===== config.mk =====
export PLATFORM = sky130hd
export DESIGN_NAME = occ_limit_tuner
export DESIGN_NICKNAME = d
export VERILOG_FILES = /design/src/rtl/olt_pkg.sv /design/src/rtl/olt_sequencer.sv /design/src/rtl/olt_accum.sv /design/src/rtl/olt_select.sv /design/src/rtl/occ_limit_tuner.sv
export SDC_FILE = /design/constraint.sdc
export NUM_CORES = 1
export LEC_CHECK = 0
export ABC_AREA = 0
export BUFFER_PORTS_ARGS = -buffer_cell sky130_fd_sc_hd__buf_2
export CAP_MARGIN = 10
export CORE_MARGIN = 4
export CORE_UTILIZATION = 40
export DETAILED_ROUTE_END_ITERATION = 6
export GPL_TIMING_DRIVEN = 0
export MAX_ROUTING_LAYER = met4
export PLACE_DENSITY = 0.55
export REMOVE_ABC_BUFFERS = 1
export SLEW_MARGIN = 20
export SYNTH_ARGS = -nofsm -noshare
export SYNTH_HDL_FRONTEND = slang
export SYNTH_HIERARCHICAL = 1
export SYNTH_SLANG_ARGS = --single-unit

===== constraint.sdc =====
create_clock -name clk -period 4.4 [get_ports clk]
set_input_delay 0.22 -clock clk [delete_from_list [all_inputs] [get_ports clk]]
set_output_delay 0.22 -clock clk [all_outputs]
set_load 0.02 [all_outputs]

===== src/rtl/olt_pkg.sv =====
// Shared definitions for the occupancy limit tuner.
// Assumes exactly three candidate limits: full, half and quarter capacity.
package olt_pkg;

    typedef enum logic {
        PH_EPOCH = 1'b0,
        PH_TRAIN = 1'b1
    } phase_e;

    localparam int        NUM_TRIALS  = 3;
    localparam logic [1:0] TRIAL_FIRST = 2'd0;
    localparam logic [1:0] TRIAL_FINAL = 2'd2;

endpackage


===== src/rtl/olt_sequencer.sv =====
// Phase and trial sequencer.
// Walks through trial 0, 1 and 2 for trial_len cycles each, then holds
// an epoch of epoch_len cycles. It assumes the length inputs stay
// stable while an interval is running. A zero length behaves as one.
module olt_sequencer
    import olt_pkg::*;
#(
    parameter int LEN_W   = 10,
    parameter int EPOCH_W = 12
) (
    input  logic               clk,
    input  logic               rst_n,
    input  logic [LEN_W-1:0]   trial_len,
    input  logic [EPOCH_W-1:0] epoch_len,
    output phase_e             phase_o,
    output logic [1:0]         idx_o,
    output logic               trial_done_o
);

    localparam int CNT_W = ((LEN_W > EPOCH_W) ? LEN_W : EPOCH_W) + 1;

    phase_e           phase_q;
    logic [1:0]       idx_q;
    logic [CNT_W-1:0] cnt_q;
    logic [CNT_W-1:0] cnt_nxt;
    logic             trial_done;
    logic             epoch_done;

    // Detect the final cycle of the running trial or epoch.
    always_comb begin
        cnt_nxt    = cnt_q + CNT_W'(1);
        trial_done = (phase_q == PH_TRAIN) && (cnt_nxt >= CNT_W'(trial_len));
        epoch_done = (phase_q == PH_EPOCH) && (cnt_nxt >= CNT_W'(epoch_len));
    end

    // Advance the phase, the trial index and the interval counter.
    always_ff @(posedge clk) begin
        if (!rst_n) begin
            phase_q <= PH_TRAIN;
            idx_q   <= TRIAL_FIRST;
            cnt_q   <= '0;
        end else if (phase_q == PH_TRAIN) begin
            if (trial_done) begin
                cnt_q <= '0;
                if (idx_q == TRIAL_FINAL) begin
                    phase_q <= PH_EPOCH;
                    idx_q   <= TRIAL_FIRST;
                end else begin
                    idx_q <= idx_q + 2'd1;
                end
            end else begin
                cnt_q <= cnt_nxt;
            end
        end else begin
            if (epoch_done) begin
                phase_q <= PH_TRAIN;
                cnt_q   <= '0;
            end else begin
                cnt_q <= cnt_nxt;
            end
        end
    end

    assign phase_o      = phase_q;
    assign idx_o        = idx_q;
    assign trial_done_o = trial_done;

endmodule


===== src/rtl/olt_accum.sv =====
// Trial score accumulator.
// Adds the increments of all cores on each training cycle. total_o is
// the running score including the current cycle, so it holds the final
// trial total on the last cycle of a trial. ACC_W must cover the
// longest trial at the maximum increment on every core.
module olt_accum
    import olt_pkg::*;
#(
    parameter int NCORES = 4,
    parameter int INC_W  = 3,
    parameter int ACC_W  = 15
) (
    input  logic                    clk,
    input  logic                    rst_n,
    input  logic [NCORES*INC_W-1:0] commit_inc,
    input  phase_e                  phase,
    input  logic                    trial_done,
    output logic [ACC_W-1:0]        total_o
);

    logic [INC_W-1:0] lane [NCORES];
    logic [ACC_W-1:0] acc_q;
    logic [ACC_W-1:0] cycle_sum;

    // Split the packed increment bus into one lane per core.
    for (genvar g = 0; g < NCORES; g++) begin : g_lane
        assign lane[g] = commit_inc[g*INC_W +: INC_W];
    end

    // Sum this cycle's lanes and add the sum to the running score.
    always_comb begin
        cycle_sum = '0;
        for (int i = 0; i < NCORES; i++) begin
            cycle_sum = cycle_sum + ACC_W'(lane[i]);
        end
        total_o = acc_q + cycle_sum;
    end

    // Accumulate during a trial; clear at each trial boundary and in the epoch.
    always_ff @(posedge clk) begin
        if (!rst_n) begin
            acc_q <= '0;
        end else if (phase != PH_TRAIN || trial_done) begin
            acc_q <= '0;
        end else begin
            acc_q <= total_o;
        end
    end

endmodule


===== src/rtl/olt_select.sv =====
// Best-trial selector.
// Records the best score and its trial index at the end of each trial.
// Trial 0 always seeds the record. A later trial replaces it only with
// a strictly larger score, so ties keep the larger limit.
module olt_select #(
    parameter int ACC_W = 15
) (
    input  logic             clk,
    input  logic             rst_n,
    input  logic             trial_done,
    input  logic [1:0]       idx,
    input  logic [ACC_W-1:0] total,
    output logic [1:0]       win_o
);

    logic [ACC_W-1:0] best_q;
    logic [1:0]       win_q;

    // Update the best score and the winning index at the close of a trial.
    always_ff @(posedge clk) begin
        if (!rst_n) begin
            best_q <= '0;
            win_q  <= '0;
        end else if (trial_done && (idx == 2'd0 || total > best_q)) begin
            best_q <= total;
            win_q  <= idx;
        end
    end

    assign win_o = win_q;

endmodule


===== src/rtl/occ_limit_tuner.sv =====
// Occupancy limit tuner (top).
// Publishes the active entry limit for a miss-handling structure: the
// trial candidate during training, the winner during the epoch. It also
// gates new allocations against that limit. It assumes max_cap is
// static over a period.
module occ_limit_tuner
    import olt_pkg::*;
#(
    parameter int NCORES  = 4,
    parameter int INC_W   = 3,
    parameter int CAP_W   = 6,
    parameter int LEN_W   = 10,
    parameter int EPOCH_W = 12
) (
    input  logic                    clk,
    input  logic                    rst_n,
    input  logic [NCORES*INC_W-1:0] commit_inc,
    input  logic [CAP_W-1:0]        max_cap,
    input  logic [LEN_W-1:0]        trial_len,
    input  logic [EPOCH_W-1:0]      epoch_len,
    input  logic [CAP_W-1:0]        occupancy,
    output logic [CAP_W-1:0]        entry_limit,
    output logic                    alloc_ok,
    output logic                    training,
    output logic [1:0]              trial_idx
);

    localparam int ACC_W = INC_W + $clog2(NCORES) + LEN_W;

    phase_e           phase;
    logic [1:0]       idx;
    logic [1:0]       win;
    logic             trial_done;
    logic [ACC_W-1:0] total;
    logic [CAP_W-1:0] cand [NUM_TRIALS];
    logic [1:0]       sel;

    olt_sequencer #(
        .LEN_W   (LEN_W),
        .EPOCH_W (EPOCH_W)
    ) u_seq (
        .clk          (clk),
        .rst_n        (rst_n),
        .trial_len    (trial_len),
        .epoch_len    (epoch_len),
        .phase_o      (phase),
        .idx_o        (idx),
        .trial_done_o (trial_done)
    );

    olt_accum #(
        .NCORES (NCORES),
        .INC_W  (INC_W),
        .ACC_W  (ACC_W)
    ) u_acc (
        .clk        (clk),
        .rst_n      (rst_n),
        .commit_inc (commit_inc),
        .phase      (phase),
        .trial_done (trial_done),
        .total_o    (total)
    );

    olt_select #(
        .ACC_W (ACC_W)
    ) u_sel (
        .clk        (clk),
        .rst_n      (rst_n),
        .trial_done (trial_done),
        .idx        (idx),
        .total      (total),
        .win_o      (win)
    );

    // Candidate k is the capacity divided by 2**k.
    for (genvar k = 0; k < NUM_TRIALS; k++) begin : g_cand
        assign cand[k] = max_cap >> k;
    end

    // Choose the limit source by phase and gate allocation on it.
    always_comb begin
        sel = (phase == PH_TRAIN) ? idx : win;
        case (sel)
            2'd1:    entry_limit = cand[1];
            2'd2:    entry_limit = cand[2];
            default: entry_limit = cand[0];
        endcase
        alloc_ok = occupancy < entry_limit;
    end

    assign training  = (phase == PH_TRAIN);
    assign trial_idx = idx;

endmodule


After elaboration in Yosys (flattened, before gate mapping)
Index checks and enable logic that the tools add are counted.
- $add $sub $neg: 6
- $lt $le $gt $ge: 4
- equal/unequal tests: 3
- mux-type cells: 10
- bitwise logic cells: 2
- reduce and logical (&&, ||, !) cells: 8
- operators with widths (kind ; count):
    $mux W13 ; 3
    $add A15 B3 Y15 ; 2
    $add A15 B15 Y15 ; 1
    $gt A15 B15 Y1 ; 1
    $add A13 B1 Y13 const B ; 1
    $ge A13 B10 Y1 ; 1
    $ge A13 B12 Y1 ; 1
    $pmux W6 S2 ; 1
    $lt A6 B6 Y1 ; 1
    $add A3 B3 Y4 ; 1
    $eq A2 B2 Y1 const B ; 2
    $mux W1 ; 4
    $mux W2 ; 2
    $logic_and A1 B1 Y1 ; 3
    $add A2 B1 Y2 const B ; 1
    $eq A2 B1 Y1 const B ; 1
    $logic_not A2 Y1 ; 1
    $logic_or A1 B1 Y1 ; 2
    $not A1 Y1 ; 2
    $reduce_and A2 Y1 ; 1
    $reduce_or A2 Y1 ; 1
- flip-flop bits (word level): 48
- input port bits: 48

Depth between registers and ports, before layout
- depth after elaboration: 7
- depth in mapped cells: 17
- gate-level depth less buffers: 16

Cells and area by module
The synthesis kept the hierarchy.
- by module, submodules not included (module ; times used ; cells an instance ; area each (um^2) ; seq. area each (um^2)):
    olt_sequencer ; 1 ; 150 ; 1372.6 ; 320.3
    olt_accum ; 1 ; 120 ; 1172.4 ; 300.3
    olt_select ; 1 ; 129 ; 1109.8 ; 340.3
    occ_limit_tuner ; 1 ; 40 ; 285.3 ; 0.0

Least setup slack after synthesis
OpenSTA, ideal clock, no wires.
- path type: input -> register
- start point: input commit_inc[0]
- end point: register u_sel.best_q[0]
- library setup time: 120 ps
- arrival time: 3921 ps
- path slack: 359 ps
- cell stages on the path: 16
- path through: ha_1 > fa_1 > fa_1 > ha_1 > fa_1 > a21oi_1 > o211ai_2 > nand4_1 > xnor2_1 > ha_1 > a21oi_2 > a21boi_2 > a2111oi_4 > a21oi_4 > buf_6 > mux2i_1
- longest elaborated chain between the ends: 7
- ends and longest elaborated chain (item ; line ; source):
    from (decl) ; occ_limit_tuner.sv:17 ; input logic [NCORES*INC_W-1:0] commit_inc,
    $add A3 B3 Y4 ; olt_accum.sv:34 ; cycle_sum = cycle_sum + ACC_W'(lane[i]);
    $add A15 B3 Y15 (2 in series) ; olt_accum.sv:34 ;
    $add A15 B15 Y15 ; olt_accum.sv:36 ; total_o = acc_q + cycle_sum;
    via total[13] ; occ_limit_tuner.sv:34 ; logic [ACC_W-1:0] total;
    $gt A15 B15 Y1 ; olt_select.sv:24 ; end else if (trial_done && (idx == 2'd0 || total > best_q)) begin
    $logic_or A1 B1 Y1 ; olt_select.sv:24 ;
    $logic_and A1 B1 Y1 ; olt_select.sv:24 ;
    to (signal assigned) ; olt_select.sv:25 ; best_q <= total;
    to (decl) ; olt_select.sv:16 ; logic [ACC_W-1:0] best_q;
The timed path passes the listed nets, and every way through them passes these cells.
A chain may end at the register's enable or synchronous reset.

Worst setup path after layout
- start point: register u_acc.acc_q[1]
- end point: register u_sel.best_q[11]
- longest elaborated chain between the ends: 4
- ends and longest elaborated chain (item ; line ; source):
    from (decl) ; olt_accum.sv:22 ; logic [ACC_W-1:0] acc_q;
    from (signal assigned) ; olt_accum.sv:46 ; acc_q <= total_o;
    $add A15 B15 Y15 ; olt_accum.sv:36 ;
    via total[13] ; occ_limit_tuner.sv:34 ;
    $gt A15 B15 Y1 ; olt_select.sv:24 ;
    $logic_or A1 B1 Y1 ; olt_select.sv:24 ;
    $logic_and A1 B1 Y1 ; olt_select.sv:24 ;
The timed path passes the listed nets, and every way through them passes these cells.

==> summary.txt <==
Fillers: 936
most frequent cells in the layout: nand2_1, buf_2, ha_1
Post-synth EDFFs: 0
Max Freq: 0.240 GHz
cell count after synthesis: 439
register bit total from synthesis: 48
# IOs: 58
layout net count: 606
Initial Util: 41.8%
crit end category: register
PortBufs: 57
CTS tree: yes
crit start category: register
Avg Inst Size Synth: 8.98 um2
DIE AREA: 11500 um2
initial antenna violation count: 0
wire per inst: 12.2 um
Diodes inserted: 0
Root Buffer: clkbuf_8
drt drc: 0
Slew HR: 49.2%
flop-to-flop setup slack: 240 ps
P per Cell Area: 367 nW/um2
post-synthesis sequential area ratio: 24.4%
clock buffers created by TritonCTS: 5
asr flop ratio synth: 0%
largest net degree at the start of global routing: 44
status: completed
Int Pwr: 982 uW
dpl ws: -250 ps
Hold Crit Class: input port to register
DR iter-0 viols: 91
final WL: 7620 um
Critical Path AT: 4350 ps
vias in the first global route: 3024
fin worst setup slack: 242 ps
Final Cycle Share: 94.5%
net switching power of the design: 656 uW
Overflow after GRT: 0
htree depth: 2
Setup Crit Path Kind: register to register
synth warn: 6
Pleak: 0.00214 uW
TritonRoute pass-1 iters: 4
routed vias/inst: 4.91
Worst VDD drop: 0.000180 V
Clk pwr share: 17.4%
Site Rows: 35
Clock Sinks: 48
crit-path max FO: 4
Layout area overhead: 13.4%
die width: 107 um
utilization after layout: 47.5%
Distinct cells, synth: 64
CTS Hold Buffers Added: 0
endpoints failing hold: 0
clk_lat worst skew: 310 ps
Global Route Usage Sum: 14.5%
logic gate share of total power: 52.2%
final antenna-violating net count: 0
post-layout min period: 4160 ps
Hold WS: 410 ps
core area: 9420 um2
post-DP HPWL: 6170 um
clock skew: 14.0 ps
worst slew pin tran: 760 ps
Placed Area: 4320 um2
register share of total power: 30.4%
Final Instance Area: 4470 um2
RePlAce Congestion: 0.763
Vias: 3067
first-pass GRT wire length: 13500 um
most common cell after layout, fill and taps aside: nand2_1
Synth Cell Area: 3940 um2
CP required: 4590 ps
Clock Pin Slew Worst Setup and Hold Paths: 100 ps
clock buffer depth: 2
Max-Cap Viols: 0
fraction of layout cells with a size suffix above 1: 22.0%
switch share: 40.1%
final setup fails: 0
fin. max-slew vios: 0
Die Y-Extent: 107 um
RSZ-0062 raised after global routing: no
Top FF cell, synth: dfxtp_1
==> power groups by stage <==
| stage | sequential, uW | clock [uW] | combinational [uW] |
|---|---|---|---|
| after global routing | 505 | 315 | 982 |
| after detailed placement | 509 | 0 | 831 |
| after floorplan | 505 | 0 | 632 |
| after global placement | 508 | 0 | 802 |
| after CTS | 499 | 298 | 864 |
| final | 499 | 285 | 855 |
==> state kept, by name, indices dropped and copies added, names as in the netlist <==
signal / cells
u_acc/acc_q: 15
u_sel/best_q: 15
u_sel/win_o: 2
u_seq/idx_o: 2
u_seq/cnt_q: 13
u_seq/phase_o: 1
==> what timing repair did <==
action / 4_1_cts / 5_1_grt
gates resized for setup: 0 / 4
setup endpoints to repair: 17 / 19
pin swaps: 0 / 2
buffers inserted: 2 / 1
==> stage by stage <==
stage               total power, uW  cells  setup TNS (ps)
global route                   1800    625               0
finish                         1640    625               0
global placement               1310    614           -3560
floorplan                      1140    428               0
detailed placement             1340    614           -3900
CTS                            1660    624               0
==> cell usage after synthesis (4+ instances only) <==
master	count	area share, %
a21boi_2	9	2.6
a21o_1	7	1.3
a21oi_1	14	1.8
a21oi_2	5	1.1
and2_1	8	1.3
clkbuf_1	5	0.48
dfxtp_1	48	24
fa_1	7	3.6
ha_1	56	18
inv_1	54	5.1
inv_2	4	0.38
mux2i_1	26	6.6
nand2_1	60	5.7
nand2b_1	9	1.4
nand3_1	10	1.3
nand3b_1	5	0.95
nand4_1	12	1.9
nor2_1	7	0.67
o21a_1	5	0.95
o21ai_0	4	0.51
xnor2_1	12	2.7
xor2_1	11	2.4
==> path summary, 6_finish.rpt <==
check | depth (start not counted) | to | from
max reg2reg | 17 | u_sel/best_q[11] | u_acc/acc_q[1]
min | 4 | u_acc/acc_q[0] | commit_inc[3]
max | 17 | u_sel/best_q[11] | u_acc/acc_q[1]
min reg2reg | 2 | u_sel/best_q[12] | u_sel/best_q[12]
==> layout make-up <==
type	instances	area [um2]	area share (%)
Clock buffer	6	82.6	1.85
Timing Repair Buffer	60	320	7.17
Multi-Input combinational cell	322	2710	60.7
Clock inverter	2	15.0	0.336
Sequential cell	48	961	21.5
Tap cell	129	161	3.61
Inverter	58	218	4.87
==> metal layers <==
metal / vias up / routed length, um / GRT usage (%)
li1: 1621 / - / -
met1: 1395 / 3530 / 17.8
met4: 0 / 72 / 2.74
met2: 44 / 3770 / 25.3
met5: - / 0 / -
met3: 7 / 245 / 2.17
==> logic make-up after synthesis <==
group                      count (synthesis)  synth area share, %
muxes                                     26                 6.61
AOI/OAI and AO/OA                         74                 16.3
other                                      1               0.0952
adders and majority gates                 63                 21.3
xor gates and xnor gates                  24                 5.53
buffers and inverters                     69                 7.14
DFF                                       48                 24.4
and+or+nand+nor                          134                 18.6
==> critical path: stages, from the launching register on <==
cell,delay (ps)
dfxtp_1,320
inv_1,40
fa_1,470
inv_1,60
fa_1,470
ha_1,240
fa_1,420
a21oi_2,200
o211ai_2,170
nand4_1,160
xnor2_1,170
ha_1,300
a21oi_2,160
a21boi_2,80
a2111oi_4,370
a21oi_4,110
buf_4,170
mux2i_1,110
No activity file was read; power rests on OpenSTA's default activity.
